File: src/rtl/cbm_pkg.sv
`timescale 1ns/1ps
package cbm_pkg;
  // Bank select codes on the configuration port
  localparam logic [1:0] SEL_SRAM = 2'd0;
  localparam logic [1:0] SEL_ROM0 = 2'd1;
  localparam logic [1:0] SEL_ROM1 = 2'd2;
  localparam logic [1:0] SEL_ROM2 = 2'd3;
  localparam int         NUM_BANKS = 4;

  // Region nibble (address bits 19:16)
  localparam logic [3:0] NIB_SRAM = 4'h1;
  localparam logic [3:0] NIB_ROM0 = 4'h2;
  localparam logic [3:0] NIB_ROM1 = 4'h3;

  localparam int CPU_AW = 20;
  localparam int WIN_W  = 16;

  typedef enum logic [1:0] {TGT_NONE, TGT_SRAM, TGT_ROM} tgt_e;
  typedef enum logic [1:0] {ST_IDLE, ST_ISSUE, ST_CAPT, ST_RESP} st_e;
endpackage

File: src/rtl/cbm_bank_regs.sv
`timescale 1ns/1ps
module cbm_bank_regs #(
  parameter int BANK_W = 8
) (
  input  logic                                     clk,
  input  logic                                     rst_n,
  input  logic                                     cfg_we,
  input  logic [1:0]                               cfg_sel,
  input  logic [BANK_W-1:0]                        cfg_wdata,
  output logic [cbm_pkg::NUM_BANKS-1:0][BANK_W-1:0] bank_q
);
  for (genvar i = 0; i < cbm_pkg::NUM_BANKS; i++) begin : g_bank
    always_ff @(posedge clk or negedge rst_n) begin
      if (!rst_n)                               bank_q[i] <= '1;
      else if (cfg_we && cfg_sel == 2'(i))      bank_q[i] <= cfg_wdata;
    end
  end
endmodule

File: src/rtl/cbm_addr_xlate.sv
`timescale 1ns/1ps
module cbm_addr_xlate
  import cbm_pkg::*;
#(
  parameter int BANK_W = 8
) (
  input  logic [CPU_AW-1:0]                  addr,
  input  logic [NUM_BANKS-1:0][BANK_W-1:0]   bank_q,
  input  logic [BANK_W+CPU_AW-1:0]           rom_mask,
  input  logic [BANK_W+WIN_W-1:0]            sram_mask,
  input  logic                               rom_present,
  input  logic                               sram_present,
  output tgt_e                               tgt,
  output logic [BANK_W+CPU_AW-1:0]           rom_lin,
  output logic [BANK_W+WIN_W-1:0]            sram_lin
);
  localparam int ROM_AW = BANK_W + CPU_AW;

  logic [3:0]        nib;
  logic [ROM_AW-1:0] rom_raw;

  assign nib = addr[CPU_AW-1:WIN_W];

  always_comb begin
    if (nib == NIB_ROM0)
      rom_raw = ROM_AW'({bank_q[SEL_ROM0], addr[WIN_W-1:0]});
    else if (nib == NIB_ROM1)
      rom_raw = ROM_AW'({bank_q[SEL_ROM1], addr[WIN_W-1:0]});
    else
      rom_raw = {bank_q[SEL_ROM2], addr};
  end

  assign rom_lin  = rom_raw & rom_mask;
  assign sram_lin = {bank_q[SEL_SRAM], addr[WIN_W-1:0]} & sram_mask;

  always_comb begin
    if (nib == NIB_SRAM)      tgt = sram_present ? TGT_SRAM : TGT_NONE;
    else if (nib >= NIB_ROM0) tgt = rom_present  ? TGT_ROM  : TGT_NONE;
    else                      tgt = TGT_NONE;
  end
endmodule

File: src/rtl/cbm_access_ctrl.sv
`timescale 1ns/1ps
module cbm_access_ctrl
  import cbm_pkg::*;
#(
  parameter int ROM_AW  = 28,
  parameter int SRAM_AW = 24,
  parameter int DATA_W  = 8
) (
  input  logic               clk,
  input  logic               rst_n,
  input  logic               req_valid,
  output logic               req_ready,
  input  logic               req_write,
  input  logic [DATA_W-1:0]  req_wdata,
  input  tgt_e               tgt,
  input  logic [ROM_AW-1:0]  rom_lin,
  input  logic [SRAM_AW-1:0] sram_lin,
  output logic               rsp_valid,
  input  logic               rsp_ready,
  output logic [DATA_W-1:0]  rsp_data,
  output logic               rom_rd_en,
  output logic [ROM_AW-1:0]  rom_addr,
  input  logic [DATA_W-1:0]  rom_rdata,
  output logic               sram_rd_en,
  output logic               sram_wr_en,
  output logic [SRAM_AW-1:0] sram_addr,
  output logic [DATA_W-1:0]  sram_wdata,
  input  logic [DATA_W-1:0]  sram_rdata
);
  st_e  state;
  tgt_e tgt_q;
  logic accept;

  assign req_ready = (state == ST_IDLE);
  assign rsp_valid = (state == ST_RESP);
  assign accept    = req_valid && req_ready;

  always_ff @(posedge clk or negedge rst_n) begin
    if (!rst_n) begin
      state      <= ST_IDLE;
      tgt_q      <= TGT_NONE;
      rom_rd_en  <= 1'b0;
      sram_rd_en <= 1'b0;
      sram_wr_en <= 1'b0;
      rom_addr   <= '0;
      sram_addr  <= '0;
      sram_wdata <= '0;
      rsp_data   <= '0;
    end else begin
      rom_rd_en  <= 1'b0;
      sram_rd_en <= 1'b0;
      sram_wr_en <= 1'b0;
      unique case (state)
        ST_IDLE: if (accept) begin
          rom_addr   <= rom_lin;
          sram_addr  <= sram_lin;
          sram_wdata <= req_wdata;
          if (req_write) begin
            sram_wr_en <= (tgt == TGT_SRAM);
          end else begin
            rom_rd_en  <= (tgt == TGT_ROM);
            sram_rd_en <= (tgt == TGT_SRAM);
            tgt_q      <= tgt;
            state      <= ST_ISSUE;
          end
        end
        ST_ISSUE: state <= ST_CAPT;
        ST_CAPT: begin
          unique case (tgt_q)
            TGT_ROM:  rsp_data <= rom_rdata;
            TGT_SRAM: rsp_data <= sram_rdata;
            default:  rsp_data <= '0;
          endcase
          state <= ST_RESP;
        end
        ST_RESP: if (rsp_ready) state <= ST_IDLE;
        default: state <= ST_IDLE;
      endcase
    end
  end
endmodule

File: src/rtl/cart_bank_mapper.sv
`timescale 1ns/1ps
module cart_bank_mapper
  import cbm_pkg::*;
#(
  parameter int BANK_W = 8,
  parameter int DATA_W = 8
) (
  input  logic                      clk,
  input  logic                      rst_n,
  input  logic                      rom_present,
  input  logic                      sram_present,
  input  logic [BANK_W+20-1:0]      rom_mask,
  input  logic [BANK_W+16-1:0]      sram_mask,
  input  logic                      cfg_we,
  input  logic [1:0]                cfg_sel,
  input  logic [BANK_W-1:0]         cfg_wdata,
  input  logic                      req_valid,
  output logic                      req_ready,
  input  logic                      req_write,
  input  logic [19:0]               req_addr,
  input  logic [DATA_W-1:0]         req_wdata,
  output logic                      rsp_valid,
  input  logic                      rsp_ready,
  output logic [DATA_W-1:0]         rsp_data,
  output logic                      rom_rd_en,
  output logic [BANK_W+20-1:0]      rom_addr,
  input  logic [DATA_W-1:0]         rom_rdata,
  output logic                      sram_rd_en,
  output logic                      sram_wr_en,
  output logic [BANK_W+16-1:0]      sram_addr,
  output logic [DATA_W-1:0]         sram_wdata,
  input  logic [DATA_W-1:0]         sram_rdata
);
  localparam int ROM_AW  = BANK_W + CPU_AW;
  localparam int SRAM_AW = BANK_W + WIN_W;

  logic [NUM_BANKS-1:0][BANK_W-1:0] bank_q;
  tgt_e                             tgt;
  logic [ROM_AW-1:0]                rom_lin;
  logic [SRAM_AW-1:0]               sram_lin;

  cbm_bank_regs #(.BANK_W(BANK_W)) u_banks (
    .clk, .rst_n, .cfg_we, .cfg_sel, .cfg_wdata, .bank_q
  );

  cbm_addr_xlate #(.BANK_W(BANK_W)) u_xlate (
    .addr(req_addr), .bank_q, .rom_mask, .sram_mask,
    .rom_present, .sram_present, .tgt, .rom_lin, .sram_lin
  );

  cbm_access_ctrl #(.ROM_AW(ROM_AW), .SRAM_AW(SRAM_AW), .DATA_W(DATA_W)) u_ctrl (
    .clk, .rst_n, .req_valid, .req_ready, .req_write, .req_wdata,
    .tgt, .rom_lin, .sram_lin, .rsp_valid, .rsp_ready, .rsp_data,
    .rom_rd_en, .rom_addr, .rom_rdata, .sram_rd_en, .sram_wr_en,
    .sram_addr, .sram_wdata, .sram_rdata
  );
endmodule

File: config.mk
export PLATFORM = sky130hd
export DESIGN_NAME = cart_bank_mapper
export DESIGN_NICKNAME = d
export VERILOG_FILES = /design/src/rtl/cbm_pkg.sv /design/src/rtl/cbm_bank_regs.sv /design/src/rtl/cbm_addr_xlate.sv /design/src/rtl/cbm_access_ctrl.sv /design/src/rtl/cart_bank_mapper.sv
export SDC_FILE = /design/constraint.sdc
export NUM_CORES = 1
export LEC_CHECK = 0
export CAP_MARGIN = 20
export CORE_AREA = 2 2 113 115
export DETAILED_ROUTE_END_ITERATION = 8
export DIE_AREA = 0 0 115 117
export DONT_BUFFER_PORTS = 1
export RECOVER_POWER = 25
export SKIP_CTS_REPAIR_TIMING = 1
export SYNTH_ARGS = -nofsm -noshare
export SYNTH_HDL_FRONTEND = slang
export SYNTH_HIERARCHICAL = 1
export SYNTH_SLANG_ARGS = --single-unit
File: constraint.sdc
create_clock -name clk -period 2.1 [get_ports clk]
set_clock_uncertainty 0.15 [all_clocks]
set_input_delay 0 -clock clk [delete_from_list [all_inputs] [get_ports clk]]
set_output_delay 0 -clock clk [all_outputs]
set_load 0.1 [all_outputs]
==> results.ini, run 1 <==
[yosys]
yosysSeqAreaShare_pct=56.65
synth_ff_type=dfrtp_1
synth_top_area_cell=dfrtp_1
synth_top_area_share_pct=39.12
synth_seq_cells=107
syn_inst=337
synth_edf_count=0
syn-cell-area_mm2=0.004797
async_reset_ff_share_pct=100.0
ys_types=36
syn_nets=456
synth_common_cells=mux2_2 (91), dfrtp_1 (75), and2_1 (40), dfstp_2 (32), inv_1 (12)
synth.most_common_cell=mux2_2
synth_area_leaders=dfrtp_1 (39%), mux2_2 (21%), dfstp_2 (18%)
yosys_warnings=6
avgSynthCellArea_um2=14.23

[placement]
gp_congestion=0.7297
io_buffers=0
post-dp-hpwl_um=7198

[cts]
ctsHtreeMaxLevel=3
clockBufferDepth=2
root_buffer=clkbuf_16
cts.sinks=107
cts_made_buffers=9

[die]
die_w_um=115
chipHeight_um=117
pin_count=187
rows=41
start_util_pct=38.96

[outcome]
outcome=aborted with a tool error
failed_stage=global routing (5_1_grt)
error=[ERROR RSZ-0060] Max buffer count reached.

[global_routing]
grt_max_degree=108

## cells by family after synthesis
logic type / Yosys count / synth area share [%]
flip-flops: 107 / 56.65
multiplexers: 100 / 23.76
AND/OR/NAND/NOR: 71 / 9.833
AO/OA/AOI/OAI: 29 / 5.008
buffers and inverters: 25 / 3.443
adder cells (fa/ha/maj): 5 / 1.304
## through the flow
stage               hold slack (ns)  cells  utilization (%)  instance area [um2]  worst slack [ns]
floorplan                   -0.4456    337                -                 4800           0.05726
global placement            -0.4435    550            44.27                 5450            0.4653
detailed placement          -0.4431    550            44.27                 5450            0.4056
CTS                         -0.8207    566            46.85                 5768            0.3955
==> run 2: changes to the inputs <==
--- a/config.mk
+++ b/config.mk
@@ -6,10 +6,11 @@
 export NUM_CORES = 1
 export LEC_CHECK = 0
 export CAP_MARGIN = 20
-export CORE_AREA = 2 2 113 115
+export CORE_AREA = 2 2 142 144
 export DETAILED_ROUTE_END_ITERATION = 8
-export DIE_AREA = 0 0 115 117
+export DIE_AREA = 0 0 144 146
 export DONT_BUFFER_PORTS = 1
+export PLACE_DENSITY_LB_ADDON = 0.15
 export RECOVER_POWER = 25
 export SKIP_CTS_REPAIR_TIMING = 1
 export SYNTH_ARGS = -nofsm -noshare
==> results.ini, run 2 <==
[global_routing]
grt_pass1_vias=3129
gr-total-overflow=0
gr-usage-all-layers_pct=11.42
grt_antenna_before_repair=0
grt_max_degree=108
grt_pass1_wl_um=18220

[yosys]
syn_inst=337  ; unchanged
synth_common_cells=mux2_2 (91), dfrtp_1 (75), and2_1 (40), dfstp_2 (32), inv_1 (12)  ; unchanged
synth_ff_type=dfrtp_1  ; unchanged
syn-cell-area_mm2=0.004797  ; unchanged
yosys_warnings=6  ; unchanged
synth_edf_count=0  ; unchanged
async_reset_ff_share_pct=100.0  ; unchanged
synth_top_area_share_pct=39.12  ; unchanged
syn_nets=456  ; unchanged
synth.most_common_cell=mux2_2  ; unchanged
yosysSeqAreaShare_pct=56.65  ; unchanged
synth_top_area_cell=dfrtp_1  ; unchanged
ys_types=36  ; unchanged
synth_area_leaders=dfrtp_1 (39%), mux2_2 (21%), dfstp_2 (18%)  ; unchanged
avgSynthCellArea_um2=14.23  ; unchanged
synth_seq_cells=107  ; unchanged

[routing]
drc=0
vias=3450
drt-total-wl_um=13200
avgViaCountPerCell=4.223
drt_iter0_drc=79
antenna_left=0
dr.pass1.iters=4
wl_per_cell_um=16.16

[critical_path]
critPathKind=flop to flop
worstSetupEndpointType=flop
r2r_cells=4
cp_max_fo=2
start_kind=flop
cp.arrival_ns=2.10
required_ns=2.19

[sta]
hold_viol_final=115
setup_slack_ns=0.08415
rsz0062_at_grt=no
fin_setup_tns_ns=0
drv_slew=0
timing.slew.headroom_pct=42.42
max_freq_mhz=496.1
fin_crit_ns=2.016
tightestPinTransition_ns=0.8642
setup_viol=0
whs_ns=-0.8040
fin_crit_sh_pct=95.99

[cts]
clockBufferDepth=2  ; unchanged
root_buffer=clkbuf_16  ; unchanged
ctsHtreeMaxLevel=3  ; unchanged
clkTransAtPathRegs_ns=0.07
cts.sinks=107  ; unchanged
cts_tree=done
clock_latency_ns=0.34
cts_made_buffers=9  ; unchanged

[finish]
final_nets=666
layout_commonest_cell=dlygate4sd3_1
most-common-layout-cells=dlygate4sd3_1 (136), mux2_2 (91), buf_4 (75), dfrtp_1 (75), and2_1 (40)
nFillCells=1889
largest_register_ffs=32
reg_top3=u_banks/bank_q x32, u_ctrl/rom_addr x28, u_ctrl/sram_addr x24
area_growth_pct=50.73
top_register=u_banks/bank_q
layout-drive-gt1-share_pct=40.58
antennaDiodeCount=0

[die]
start_util_pct=24.81  ; was 38.96%
die_area_mm2=0.02102
die_w_um=144  ; was 115 um
chipHeight_um=146  ; was 117 um
rows=51  ; was 41
pin_count=187  ; unchanged
core_region_area_mm2=0.01933

[placement]
io_buffers=0  ; unchanged
post-place-ws_ns=0.3426  ; was 0.4056 ns
post-dp-hpwl_um=8543  ; was 7198 um
gp_congestion=0.7000  ; was 0.7297

[flow_run]
drv_cap=0

[outcome]
outcome=finished with violations  ; was aborted with a tool error
failed_checks=negative hold slack

[min_path]
hold_class=input port to async pin

-- run 2: cell counts after synthesis --
No cell type changed its count.
-- run 2: cell families (layout without fill, tap and decap cells) --
kind of cell,Yosys count,after routing,share of synthesized area [%]
AO/OA/AOI/OAI,29,29,5.008
adder cells (fa/ha/maj),5,5,1.304
buffers and inverters,25,240,3.443
flip-flops,107,107,56.65
multiplexers,100,100,23.76
AND/OR/NAND/NOR,71,71,9.833
-- run 2: layout make-up --
cell class | count | area, um2 | share of cell area (%)
sequential | 107 | 2718 | 37.58
timing repair buffer | 212 | 1944 | 26.89
multi-input combinational | 205 | 1917 | 26.51
tap | 265 | 331.6 | 4.586
clock buffer | 15 | 269.0 | 3.720
inverter | 12 | 45.04 | 0.6229
clock inverter | 1 | 6.256 | 0.08652
-- run 2: worst max-delay path, cell delays in order (launching register included) --
cell	delay (ns)
dfstp_2	0.37
mux2_2	0.29
o311a_1	0.29
dlygate4sd3_1	0.56
mux2_2	0.25
-- run 2: path summary, 6_finish.rpt --
kind                       slack [ns]              endpoint                  from
max                              0.08   u_ctrl/rom_addr[17]    u_banks/bank_q[17]
min                             -0.80  u_ctrl/sram_addr[22]                 rst_n
max reg2reg                      0.08   u_ctrl/rom_addr[17]    u_banks/bank_q[17]
min reg2reg                      0.36  u_ctrl/sram_addr[19]  u_ctrl/sram_addr[19]
max in group asynchronous        2.37     u_banks/bank_q[2]                 rst_n
min in group clk                -0.02    u_banks/bank_q[14]            cfg_sel[1]
-- run 2: through the flow --
stage	instance area (um2)	utilization (%)	cells
after floorplan	4800	-	337
after global placement	5594	28.93	665
after detailed placement	5594	28.93	665
after CTS	5869	30.36	681
after global routing	7231	37.40	817
final	7231	37.40	817
-- run 2: routing by layer --
metal | GRT usage, % | part of all wire (%) | vias to the layer above
met5 | 0 | 0 | -
met4 | 4.314 | 1.9 | 0
met2 | 19.12 | 54 | 85
met1 | 13.77 | 40 | 1746
met3 | 3.389 | 3.5 | 17
li1 | - | - | 1602
Power of run 2 is not shown: default switching activity piles up to over one toggle a cycle in this logic, so the estimate is an artifact.
==> run 3: changes to the inputs <==
--- a/config.mk
+++ b/config.mk
@@ -6,6 +6,8 @@
 export NUM_CORES = 1
 export LEC_CHECK = 0
 export CAP_MARGIN = 20
+export CELL_PAD_IN_SITES_DETAIL_PLACEMENT = 0
+export CELL_PAD_IN_SITES_GLOBAL_PLACEMENT = 1
 export CORE_AREA = 2 2 142 144
 export DETAILED_ROUTE_END_ITERATION = 8
 export DIE_AREA = 0 0 144 146
==> results.ini, run 3 <==
[outcome]
outcome=aborted with a tool error  ; was finished with violations
failed_stage=global routing (5_1_grt)
error=[ERROR RSZ-0060] Max buffer count reached.

[yosys]
syn_nets=456  ; unchanged
avgSynthCellArea_um2=14.23  ; unchanged
ys_types=36  ; unchanged
syn_inst=337  ; unchanged
synth_ff_type=dfrtp_1  ; unchanged
async_reset_ff_share_pct=100.0  ; unchanged
yosysSeqAreaShare_pct=56.65  ; unchanged
synth_top_area_cell=dfrtp_1  ; unchanged
synth_edf_count=0  ; unchanged
synth_seq_cells=107  ; unchanged
yosys_warnings=6  ; unchanged
synth.most_common_cell=mux2_2  ; unchanged
synth_common_cells=mux2_2 (91), dfrtp_1 (75), and2_1 (40), dfstp_2 (32), inv_1 (12)  ; unchanged
syn-cell-area_mm2=0.004797  ; unchanged
synth_top_area_share_pct=39.12  ; unchanged
synth_area_leaders=dfrtp_1 (39%), mux2_2 (21%), dfstp_2 (18%)  ; unchanged

[placement]
post-dp-hpwl_um=8234  ; was 8543 um
io_buffers=0  ; unchanged
post-place-ws_ns=0.4310  ; was 0.3426 ns
gp_congestion=0.7009  ; was 0.7000

[die]
start_util_pct=24.81  ; unchanged
chipHeight_um=146  ; unchanged
die_w_um=144  ; unchanged
rows=51  ; unchanged
pin_count=187  ; unchanged

[cts]
cts.sinks=107  ; unchanged
clockBufferDepth=2  ; unchanged
cts_made_buffers=9  ; unchanged
ctsHtreeMaxLevel=3  ; unchanged
root_buffer=clkbuf_16  ; unchanged

[global_routing]
grt_max_degree=108

-- run 3: cells by family after synthesis --
| family | Yosys count | synth area share [%] |
|---|---|---|
| DFF | 107 | 56.65 |
| muxes | 100 | 23.76 |
| and+or+nand+nor | 71 | 9.833 |
| AOI/OAI and AO/OA | 29 | 5.008 |
| buffers and inverters | 25 | 3.443 |
| adders and majority gates | 5 | 1.304 |
-- run 3: per-stage QoR --
step,instances,util (%),hold WS [ns],area [um2]
CTS,679,30.60,-0.8322,5916
detailed placement,663,28.92,-0.4424,5592
global placement,663,28.92,-0.4431,5592
floorplan,337,-,-0.4456,4800
